`src/rtl/fsk_pkg.sv`:
```
package fsk_pkg;

    localparam int DEF_CNT_W  = 8;
    localparam int DEF_PRE_W  = 4;
    localparam int DEF_SR_W   = 8;
    localparam int DEF_SYNC_N = 2;

    typedef enum logic {
        SRC_INTERNAL = 1'b0,
        SRC_EXTERNAL = 1'b1
    } clk_src_e;

    typedef struct packed {
        logic busy;
        logic done;
    } tx_flags_t;

    function automatic logic pick_tick(input clk_src_e src, input logic int_tick,
                                       input logic ext_tick);
        return (src == SRC_EXTERNAL) ? ext_tick : int_tick;
    endfunction

endpackage

```
`src/rtl/fsk_sync_edge.sv`:
```
module fsk_sync_edge #(
    parameter int STAGES = 2
) (
    input  logic clk,
    input  logic rst,
    input  logic async_in,
    output logic rise
);
    localparam int LAST = STAGES;

    logic [LAST:0] pipe_q;

    always_ff @(posedge clk) begin
        if (rst) pipe_q <= '0;
        else     pipe_q <= {pipe_q[LAST-1:0], async_in};
    end

    assign rise = pipe_q[LAST-1] & ~pipe_q[LAST];

    // a detected edge lasts exactly one system clock
    p_rise_single_r8: assert property (@(posedge clk) disable iff (rst)
        rise |=> !rise);
endmodule

```
`src/rtl/fsk_prescaler.sv`:
```
module fsk_prescaler #(
    parameter int W = 4
) (
    input  logic         clk,
    input  logic         rst,
    input  logic         clr,
    input  logic         en,
    input  logic [W-1:0] limit,
    output logic         tick
);
    logic [W-1:0] cnt_q;

    assign tick = en && (cnt_q == limit);

    always_ff @(posedge clk) begin
        if (rst || clr || !en) cnt_q <= '0;
        else if (tick)         cnt_q <= '0;
        else                   cnt_q <= cnt_q + W'(1);
    end
endmodule

```
`src/rtl/fsk_shifter.sv`:
```
module fsk_shifter
    import fsk_pkg::*;
#(
    parameter int W = 8
) (
    input  logic         clk,
    input  logic         rst,
    input  logic         load,
    input  logic [W-1:0] data,
    input  logic         shift_tick,
    output logic         busy,
    output logic         done,
    output logic         bit_next,
    output logic         finish
);
    localparam int BC_W = $clog2(W);

    logic [W-1:0]    sreg_q;
    logic [BC_W-1:0] bcnt_q;
    tx_flags_t       fl_q;
    logic            adv;

    assign adv      = fl_q.busy && shift_tick;
    assign finish   = adv && (bcnt_q == BC_W'(W - 1));
    // bit that is presented after this edge
    assign bit_next = adv ? sreg_q[W-2] : sreg_q[W-1];
    assign busy     = fl_q.busy;
    assign done     = fl_q.done;

    always_ff @(posedge clk) begin
        if (rst) begin
            sreg_q <= '0;
            bcnt_q <= '0;
            fl_q   <= '0;
        end else if (load) begin
            sreg_q    <= data;
            bcnt_q    <= '0;
            fl_q.busy <= 1'b1;
            fl_q.done <= 1'b0;
        end else if (adv) begin
            sreg_q <= {sreg_q[W-2:0], 1'b0};
            bcnt_q <= bcnt_q + BC_W'(1);
            if (finish) begin
                fl_q.busy <= 1'b0;
                fl_q.done <= 1'b1;
            end
        end
    end

    // sending and finished are never reported together
    p_flags_exclusive_r7: assert property (@(posedge clk) disable iff (rst)
        !(fl_q.busy && fl_q.done));
endmodule

```
`src/rtl/fsk_carrier.sv`:
```
module fsk_carrier #(
    parameter int W = 8
) (
    input  logic         clk,
    input  logic         rst,
    input  logic         load,
    input  logic         load_bit,
    input  logic         active,
    input  logic         cnt_tick,
    input  logic         bit_next,
    input  logic [W-1:0] cmp_lo,
    input  logic [W-1:0] cmp_hi,
    output logic         wave
);
    logic [W-1:0] cnt_q;
    logic         tog_q;
    logic         sel_q;
    logic [W-1:0] cmp_now;
    logic         restart;

    assign cmp_now = sel_q ? cmp_hi : cmp_lo;
    assign restart = active && cnt_tick && (cnt_q == cmp_now);
    assign wave    = tog_q;

    always_ff @(posedge clk) begin
        if (rst) begin
            cnt_q <= '0;
            tog_q <= 1'b0;
            sel_q <= 1'b0;
        end else if (load) begin
            cnt_q <= '0;
            tog_q <= 1'b0;
            sel_q <= load_bit;
        end else if (!active) begin
            cnt_q <= '0;
            tog_q <= 1'b0;
        end else if (cnt_tick) begin
            if (restart) begin
                cnt_q <= '0;
                tog_q <= ~tog_q;
                sel_q <= bit_next;
            end else begin
                cnt_q <= cnt_q + W'(1);
            end
        end
    end

    // the interval selector only moves at a restart or a load
    p_sel_at_restart_r6: assert property (@(posedge clk) disable iff (rst)
        (!restart && !load) |=> $stable(sel_q));
endmodule

```
`src/rtl/fsk_gen.sv`:
```
module fsk_gen
    import fsk_pkg::*;
#(
    parameter int CNT_W  = DEF_CNT_W,
    parameter int PRE_W  = DEF_PRE_W,
    parameter int SR_W   = DEF_SR_W,
    parameter int SYNC_N = DEF_SYNC_N
) (
    input  logic             clk,
    input  logic             rst,
    input  logic             cnt_src_sel,
    input  logic             ext_cnt_clk,
    input  logic             shf_src_sel,
    input  logic             ext_shf_clk,
    input  logic [PRE_W-1:0] bit_div,
    input  logic [CNT_W-1:0] cmp_lo,
    input  logic [CNT_W-1:0] cmp_hi,
    input  logic             load,
    input  logic [SR_W-1:0]  data_in,
    output logic             fsk_out,
    output logic             done
);
    localparam int N_EXT = 2;
    localparam int IDX_CNT = 0;
    localparam int IDX_SHF = 1;

    logic [N_EXT-1:0] ext_raw;
    logic [N_EXT-1:0] ext_rise;
    logic             pre_tick;
    logic             shift_tick;
    logic             cnt_tick;
    logic             busy;
    logic             bit_next;
    logic             finish;

    assign ext_raw = {ext_shf_clk, ext_cnt_clk};

    for (genvar g = 0; g < N_EXT; g++) begin : g_sync
        fsk_sync_edge #(.STAGES(SYNC_N)) u_sync (
            .clk      (clk),
            .rst      (rst),
            .async_in (ext_raw[g]),
            .rise     (ext_rise[g])
        );
    end

    fsk_prescaler #(.W(PRE_W)) u_pre (
        .clk   (clk),
        .rst   (rst),
        .clr   (load),
        .en    (busy),
        .limit (bit_div),
        .tick  (pre_tick)
    );

    assign shift_tick = pick_tick(clk_src_e'(shf_src_sel), pre_tick, ext_rise[IDX_SHF]);
    assign cnt_tick   = pick_tick(clk_src_e'(cnt_src_sel), 1'b1, ext_rise[IDX_CNT]);

    fsk_shifter #(.W(SR_W)) u_shf (
        .clk        (clk),
        .rst        (rst),
        .load       (load),
        .data       (data_in),
        .shift_tick (shift_tick),
        .busy       (busy),
        .done       (done),
        .bit_next   (bit_next),
        .finish     (finish)
    );

    fsk_carrier #(.W(CNT_W)) u_car (
        .clk      (clk),
        .rst      (rst),
        .load     (load),
        .load_bit (data_in[SR_W-1]),
        .active   (busy && !finish),
        .cnt_tick (cnt_tick),
        .bit_next (bit_next),
        .cmp_lo   (cmp_lo),
        .cmp_hi   (cmp_hi),
        .wave     (fsk_out)
    );

    // once finished the output is held low
    p_done_low_r7: assert property (@(posedge clk) disable iff (rst)
        done |-> !fsk_out);

    // a load leaves the output low and the done flag clear
    p_load_clears_r2: assert property (@(posedge clk) disable iff (rst)
        load |=> (!fsk_out && !done));
endmodule

```
`config.mk`:
```
export PLATFORM = sky130hd
export DESIGN_NAME = fsk_gen
export DESIGN_NICKNAME = d
export VERILOG_FILES = /design/src/rtl/fsk_pkg.sv /design/src/rtl/fsk_sync_edge.sv /design/src/rtl/fsk_prescaler.sv /design/src/rtl/fsk_shifter.sv /design/src/rtl/fsk_carrier.sv /design/src/rtl/fsk_gen.sv
export SDC_FILE = /design/constraint.sdc
export NUM_CORES = 1
export LEC_CHECK = 0
export BUFFER_PORTS_ARGS = -buffer_cell sky130_fd_sc_hd__buf_2
export CAP_MARGIN = 40
export CELL_PAD_IN_SITES_DETAIL_PLACEMENT = 0
export CELL_PAD_IN_SITES_GLOBAL_PLACEMENT = 1
export CORE_MARGIN = 1.5
export CORE_UTILIZATION = 36
export DETAILED_ROUTE_END_ITERATION = 6
export GPL_TIMING_DRIVEN = 0
export PLACE_DENSITY_LB_ADDON = 0.3
export SLEW_MARGIN = 10
export SYNTH_ARGS = -nofsm -noshare
export SYNTH_HDL_FRONTEND = slang
export SYNTH_SLANG_ARGS = --single-unit
```
`constraint.sdc`:
```
create_clock -name clk -period 1.8 [get_ports clk]
set_input_delay 0.54 -clock clk [delete_from_list [all_inputs] [get_ports clk]]
set_output_delay 0.54 -clock clk [all_outputs]
set_load 0.02 [all_outputs]
```
==> Word level (Yosys, flattened, before mapping) <==
Index checks and enable logic that the tools add are counted.
{ "classes": {"n_addsub": 3, "muxes": 14, "reduce_logical": 22, "n_eq_ne": 3, "bitwise": 6} }
{ "ops": {"columns": ["cell", "n"], "rows": [
  ["8-bit two-way mux", 4],
  ["2-bit nonzero test", 5],
  ["8-bit by 1-bit adder with 8-bit output (second input constant)", 1],
  ["8-bit equality test", 1],
  ["1-bit two-way mux", 7],
  ["1-bit logical AND", 6],
  ["2-bit two-way mux", 3],
  ["2-bit AND reduction", 3],
  ["4-bit by 1-bit adder with 4-bit output (second input constant)", 1],
  ["4-bit equality test", 1],
  ["1-bit NOT", 4],
  ["2-bit OR reduction", 2],
  ["3-bit by 1-bit adder with 3-bit output (second input constant)", 1],
  ["3-bit equality test (second input constant)", 1],
  ["3-bit AND reduction", 1],
  ["3-bit OR reduction", 1],
  ["1-bit AND", 2],
  ["1-bit logical NOT", 2],
  ["1-bit logical OR", 2]
]} }
{ "word_totals": {"out_inout_bits": 2, "input_bits": 35, "wordCells": 58, "ff_bits": 33} }

==> Logic depth before layout (Yosys ltp) <==
{ "depth": {"ltp_word": 13, "ltp_mapped": 8, "ltp_nobuf": 7} }

==> Modules after synthesis <==
A second synthesis with hierarchy kept.
{ "unflattened": {"cells_unflattened": 182, "hier_area_um2": 1774.2} }
{ "by_module_without_submodules": {"columns": ["mod", "area_each_um2", "n_inst", "cells_per_inst", "seq_area_each_um2"], "rows": [
  ["fsk_carrier", 683.2, 1, 77, 200.2],
  ["fsk_shifter", 646.9, 1, 64, 260.2],
  ["fsk_prescaler", 241.5, 1, 24, 80.1],
  ["fsk_sync_edge", 87.6, 2, 7, 60.1],
  ["fsk_gen", 27.5, 1, 3, 0.0]
]} }

==> Worst setup path before layout <==
No wires, ideal clock.
{ "synth_path": {"path_kind": "input -> register", "from": "input bit_div[3]", "to": "register u_shf.sreg_q[3]", "t_arrival_ns": 1.782, "path_stages": 7, "slack_ns": -0.109, "setup_time_ns": 0.128, "cell_sequence": "xnor2_1 -> nand4_1 -> o21ai_1 -> buf_2 -> mux2_1 -> mux2i_1 -> nor2_1"} }
{ "synth_between": {"elab_chain_cells": 5} }
{ "synth_rtl": {"columns": ["element", "line_no", "text"], "rows": [
  ["start, declared", "fsk_gen.sv:15", "input logic [PRE_W-1:0] bit_div,"],
  ["4-bit equality test", "fsk_prescaler.sv:13", "assign tick = en && (cnt_q == limit);"],
  ["1-bit logical AND", "fsk_prescaler.sv:13", null],
  ["1-bit two-way mux", "fsk_pkg.sv:20", "return (src == SRC_EXTERNAL) ? ext_tick : int_tick;"],
  ["1-bit logical AND", "fsk_shifter.sv:23", "assign adv = fl_q.busy && shift_tick;"],
  ["2-bit nonzero test (no line)", null, null],
  ["end signal, assigned", "fsk_shifter.sv:36", "sreg_q <= data;"],
  ["end signal, assigned", "fsk_shifter.sv:41", "sreg_q <= {sreg_q[W-2:0], 1'b0};"],
  ["end, declared", "fsk_shifter.sv:18", "logic [W-1:0] sreg_q;"]
]} }
No other way between the ends.
A chain may end at the register's enable or synchronous reset.

==> Worst setup path after layout <==
{ "layout_path": {"from": "register u_car.sel_q", "to": "register u_car.sel_q"} }
{ "layout_between": {"elab_chain_cells": 5} }
{ "layout_rtl": {"columns": ["element", "line_no", "text"], "rows": [
  ["start, declared", "fsk_carrier.sv:17", "logic sel_q;"],
  ["start signal, assigned", "fsk_carrier.sv:33", "sel_q <= load_bit;"],
  ["start signal, assigned", "fsk_carrier.sv:41", "sel_q <= bit_next;"],
  ["8-bit two-way mux", "fsk_carrier.sv:21", "assign cmp_now = sel_q ? cmp_hi : cmp_lo;"],
  ["8-bit equality test", "fsk_carrier.sv:22", "assign restart = active && cnt_tick && (cnt_q == cmp_now);"],
  ["1-bit logical AND", "fsk_carrier.sv:22", null],
  ["2-bit nonzero test (no line)", null, null],
  ["3-bit AND reduction (no line)", null, null]
]} }
No other way between the ends.

==> impl_summary.txt <==
----------------------------------------------------
[Setup path]
  Largest stage delay on the critical path ... 0.35 ns
  Worst Path Max Fanout ... 4
  Count of buffer and inverter cells on the critical path ... 1
  Worst setup startpoint ... u_car.sel_q
  Reg2Reg Launch Point ... u_car.sel_q
  Data required time at the worst endpoint ... 1.97 ns
  End of the worst register-to-register path ... u_car.sel_q
  Startpoint types ... register
  Reg2Reg Setup Slack ... -0.11 ns
  Number of cells on the worst reg-to-reg path ... 7
  Cell with the biggest individual delay on the critical path ... sky130_fd_sc_hd__dfxtp_2
  Kind of end point of the critical path ... register
  CP Cell Sequence ... buf_4 -> mux2i_1 -> xor2_1 -> nand4_1 -> nor4_4 -> a21oi_2 -> mux2_4
  Crit Path Category ... reg -> reg
  Cell family contributing the most delay on the critical path ... multiplexers
  Worst endpoint data arrival time ... 2.08 ns

[Hold path]
  Worst hold path depth ... 2
  Source of the worst hold timing path ... g_sync[0].u_sync.pipe_q[1]
  Endpoint with the worst hold slack ... g_sync[0].u_sync.pipe_q[2]
  Type of the most critical hold path ... reg -> reg

[Outcome]
  Status ... finished, violations left
  Violated checks ... setup timing

[Floorplanning]
  Area enclosed by the die boundary ... 4770 sq um
  DIE HEIGHT ... 69.1 microns
  Floorplan row count ... 23
  Floorplan die width ... 69.1 microns
  Floorplan core area ... 4090 sq um
  Starting density of the core ... 0.385
  Count of pins on the block boundary ... 37

[Finish]
  Nets ... 250
  Layout cells sized above 1 ... 0.316
  N_diodes ... 0
  Final instance area ... 2030 sq um
  Signed area change from the synthesized netlist to the final layout ... 28.9%
  Util after Layout ... 0.496

[GRT]
  Maximum number of pins on one net before global-route repair ... 11
  Overall Global Routing Usage ... 0.139
  Antenna violations before repair ... 0
  Remaining Overflow, GRT ... 0
  First-pass GRT wire length ... 5370 microns
  Number of global-route vias before repair ... 1263

[Pwr]
  Power per Cell Area ... 813 nW/um^2
  LEAKAGE ... 0.000870 uW
  IR Drop Worst-Case VDD ... 0.490 mV

[Logic synthesis]
  Net Count, Synth ... 202
  Number of warnings reported in the yosys synthesis log ... 0
  Number of flops mapped to enable cells by yosys ... 0
  Number of register bits inferred by synthesis ... 33
  Sequential-to-total area share from yosys stat ... 0.420
  Leading post-synthesis cells by instance count ... sky130_fd_sc_hd__dfxtp_1, sky130_fd_sc_hd__nor2_1, sky130_fd_sc_hd__mux2i_1
  Gate Count Post-Synth ... 163
  Biggest area consumer among synthesized cells ... sky130_fd_sc_hd__dfxtp_1
  Biggest area contributors in the synthesized netlist ... sky130_fd_sc_hd__dfxtp_1, sky130_fd_sc_hd__mux2i_1, sky130_fd_sc_hd__xor2_1
  Synth top area share ... 0.420
  Count leader, synth ... sky130_fd_sc_hd__dfxtp_1
  Async SR Flop Fraction ... 0
  Post-Synthesis Cell Area ... 1570 sq um
  Mean post-synth cell area ... 9.64 sq um
  Netlist cell types ... 32
  Most used DFF post-synth ... sky130_fd_sc_hd__dfxtp_1

[STA]
  Final total negative setup slack ... -0.483 ns
  Setup skew after layout ... 0.00801 ns
  Max-slew violations ... 0
  RSZ-0062 raised after global routing ... yes
  Share of the clock period used by the worst path after layout ... 1.06
  Peak clock frequency supported by timing ... 523 MHz
  Worst hold margin ... 0.442 ns
  Max-slew headroom ... 0.662
  Final min period ... 1.91 ns
  Count of endpoints failing hold in the final timing report ... 0
  Tightest Pin Transition ... 0.508 ns
  Post-route setup slack ... -0.112 ns
  Final setup violation count ... 10

[Clock network]
  CTS tree ... built
  CTS Buffer Depth ... 2
  Clock insertion delay at the later pin of the skew report ... 0.28 ns
  Hold Buf Count CTS ... 0
  Clock root cell ... sky130_fd_sc_hd__clkbuf_8
  Clock net sink count ... 33
  CTS buffer count ... 5
  Deepest level of the CTS H-tree ... 2
  Clock transition at the register clock pins on the worst setup and hold paths after CTS ... 0.07 ns

[Placement]
  Final GP Congestion ... 0.723
  Placement Setup Slack ... -0.334 ns
  Post-Place Cell Area ... 1820 sq um
  Port buffer count ... 35
  Placed wire-length estimate ... 2310 microns

[Route]
  Remaining DRCs ... 0
  Final routed wirelength across all metal layers ... 3250 microns
  Number of optimization iterations in the first detailed-route pass ... 4
  Vias post-DR ... 1261
  Vias per inst ... 4.81
  Remaining number of nets flagged by the antenna check after routing ... 0
  Detailed Route Iter0 Violations ... 50
  Detail-routed net length per standard cell ... 12.4 microns

[Flow run]
  Max-capacitance violation count ... 0

----------------------------------------------------
power breakdown:
part           leakage (uW)  switching (uW)  internal [uW]  total (uW)
logic              0.000540            81.3           97.3         179
registers          0.000271            12.7            752         765
clock network     0.0000585             252            451         703
total              0.000870             346           1300        1650
flip-flops by register name, summed over array words and instances (netlist names):
name and count:
u_car.cnt_q 8, u_shf.sreg_q 8, g_sync.u_sync.pipe_q 6, u_pre.cnt_q 4, u_shf.bcnt_q 3, u_car.sel_q 1
u_car.wave 1, u_shf.busy 1, u_shf.done 1
cell families (layout without fill, tap and decap cells):
kind of cell             Yosys count  after routing  synth area share
AND/OR/NAND/NOR                   56             56             0.184
XOR/XNOR                          22             22             0.123
buffers and inverters             13             62            0.0382
multiplexers                      23             23             0.152
adder cells (fa/ha/maj)            4              4            0.0318
flip-flops                        33             33             0.420
AO/OA/AOI/OAI                     12             12            0.0510
metrics by stage:
step / total power (uW) / cells
after floorplan: 881 / 163
after global placement: 933 / 248
after detailed placement: 939 / 248
after CTS: 1660 / 261
after global routing: 1720 / 262
final: 1650 / 262
per-layer routing:
| metal | wire length (microns) | vias up | track usage | share of wire |
|---|---|---|---|---|
| li1 | - | 647 | - | - |
| met1 | 1370 | 578 | 0.151 | 0.42 |
| met2 | 1670 | 30 | 0.249 | 0.52 |
| met3 | 144 | 6 | 0.0380 | 0.044 |
| met5 | 0 | - | 0 | 0 |
| met4 | 55 | 0 | 0.0610 | 0.017 |
how the worst max path moves through the flow:
stage,slack [ns],end,cells past startpoint
final,-0.11,u_car.sel_q,7
after global routing,-0.18,u_car.sel_q,7
after CTS,-0.04,u_car.sel_q,7
after detailed placement,-0.33,u_shf.sreg_q[6],8
after global placement,-0.31,u_shf.sreg_q[2],8
after floorplan,0.007,u_car.sel_q,6
worst min-delay path: stages (launching register included):
cell	delay, ns
sky130_fd_sc_hd__dfxtp_1	0.32
sky130_fd_sc_hd__inv_2	0.05
sky130_fd_sc_hd__nor2_1	0.03
area by class of cell:
type                            instances  area [sq um]
Fill cell                             394          2060
Multi-Input combinational cell        117           888
Sequential cell                        33           666
Timing Repair Buffer                   41           220
Clock buffer                            7          86.3
Tap cell                               50          62.6
Buffer                                  7          50.0
Clock inverter                          1          30.0
Inverter                                6          22.5
what timing repair did:
action | CTS | global route
setup endpoints to repair | 14 | 16
resized for setup | 5 | 9
gates cloned | 1 | 0
setup buffers | 4 | 1
pin swaps | 5 | 9
layout by cell type, fill, tap and decap left out, drive strengths merged, types with 6 or more instances in the layout:
cell type	n
buf	47
xnor2	10
inv	6
xor2	12
nor2	24
dfxtp	33
mux2i	16
clkbuf	8
nor2b	7
mux2	7
No activity file was read; power rests on OpenSTA's default activity.
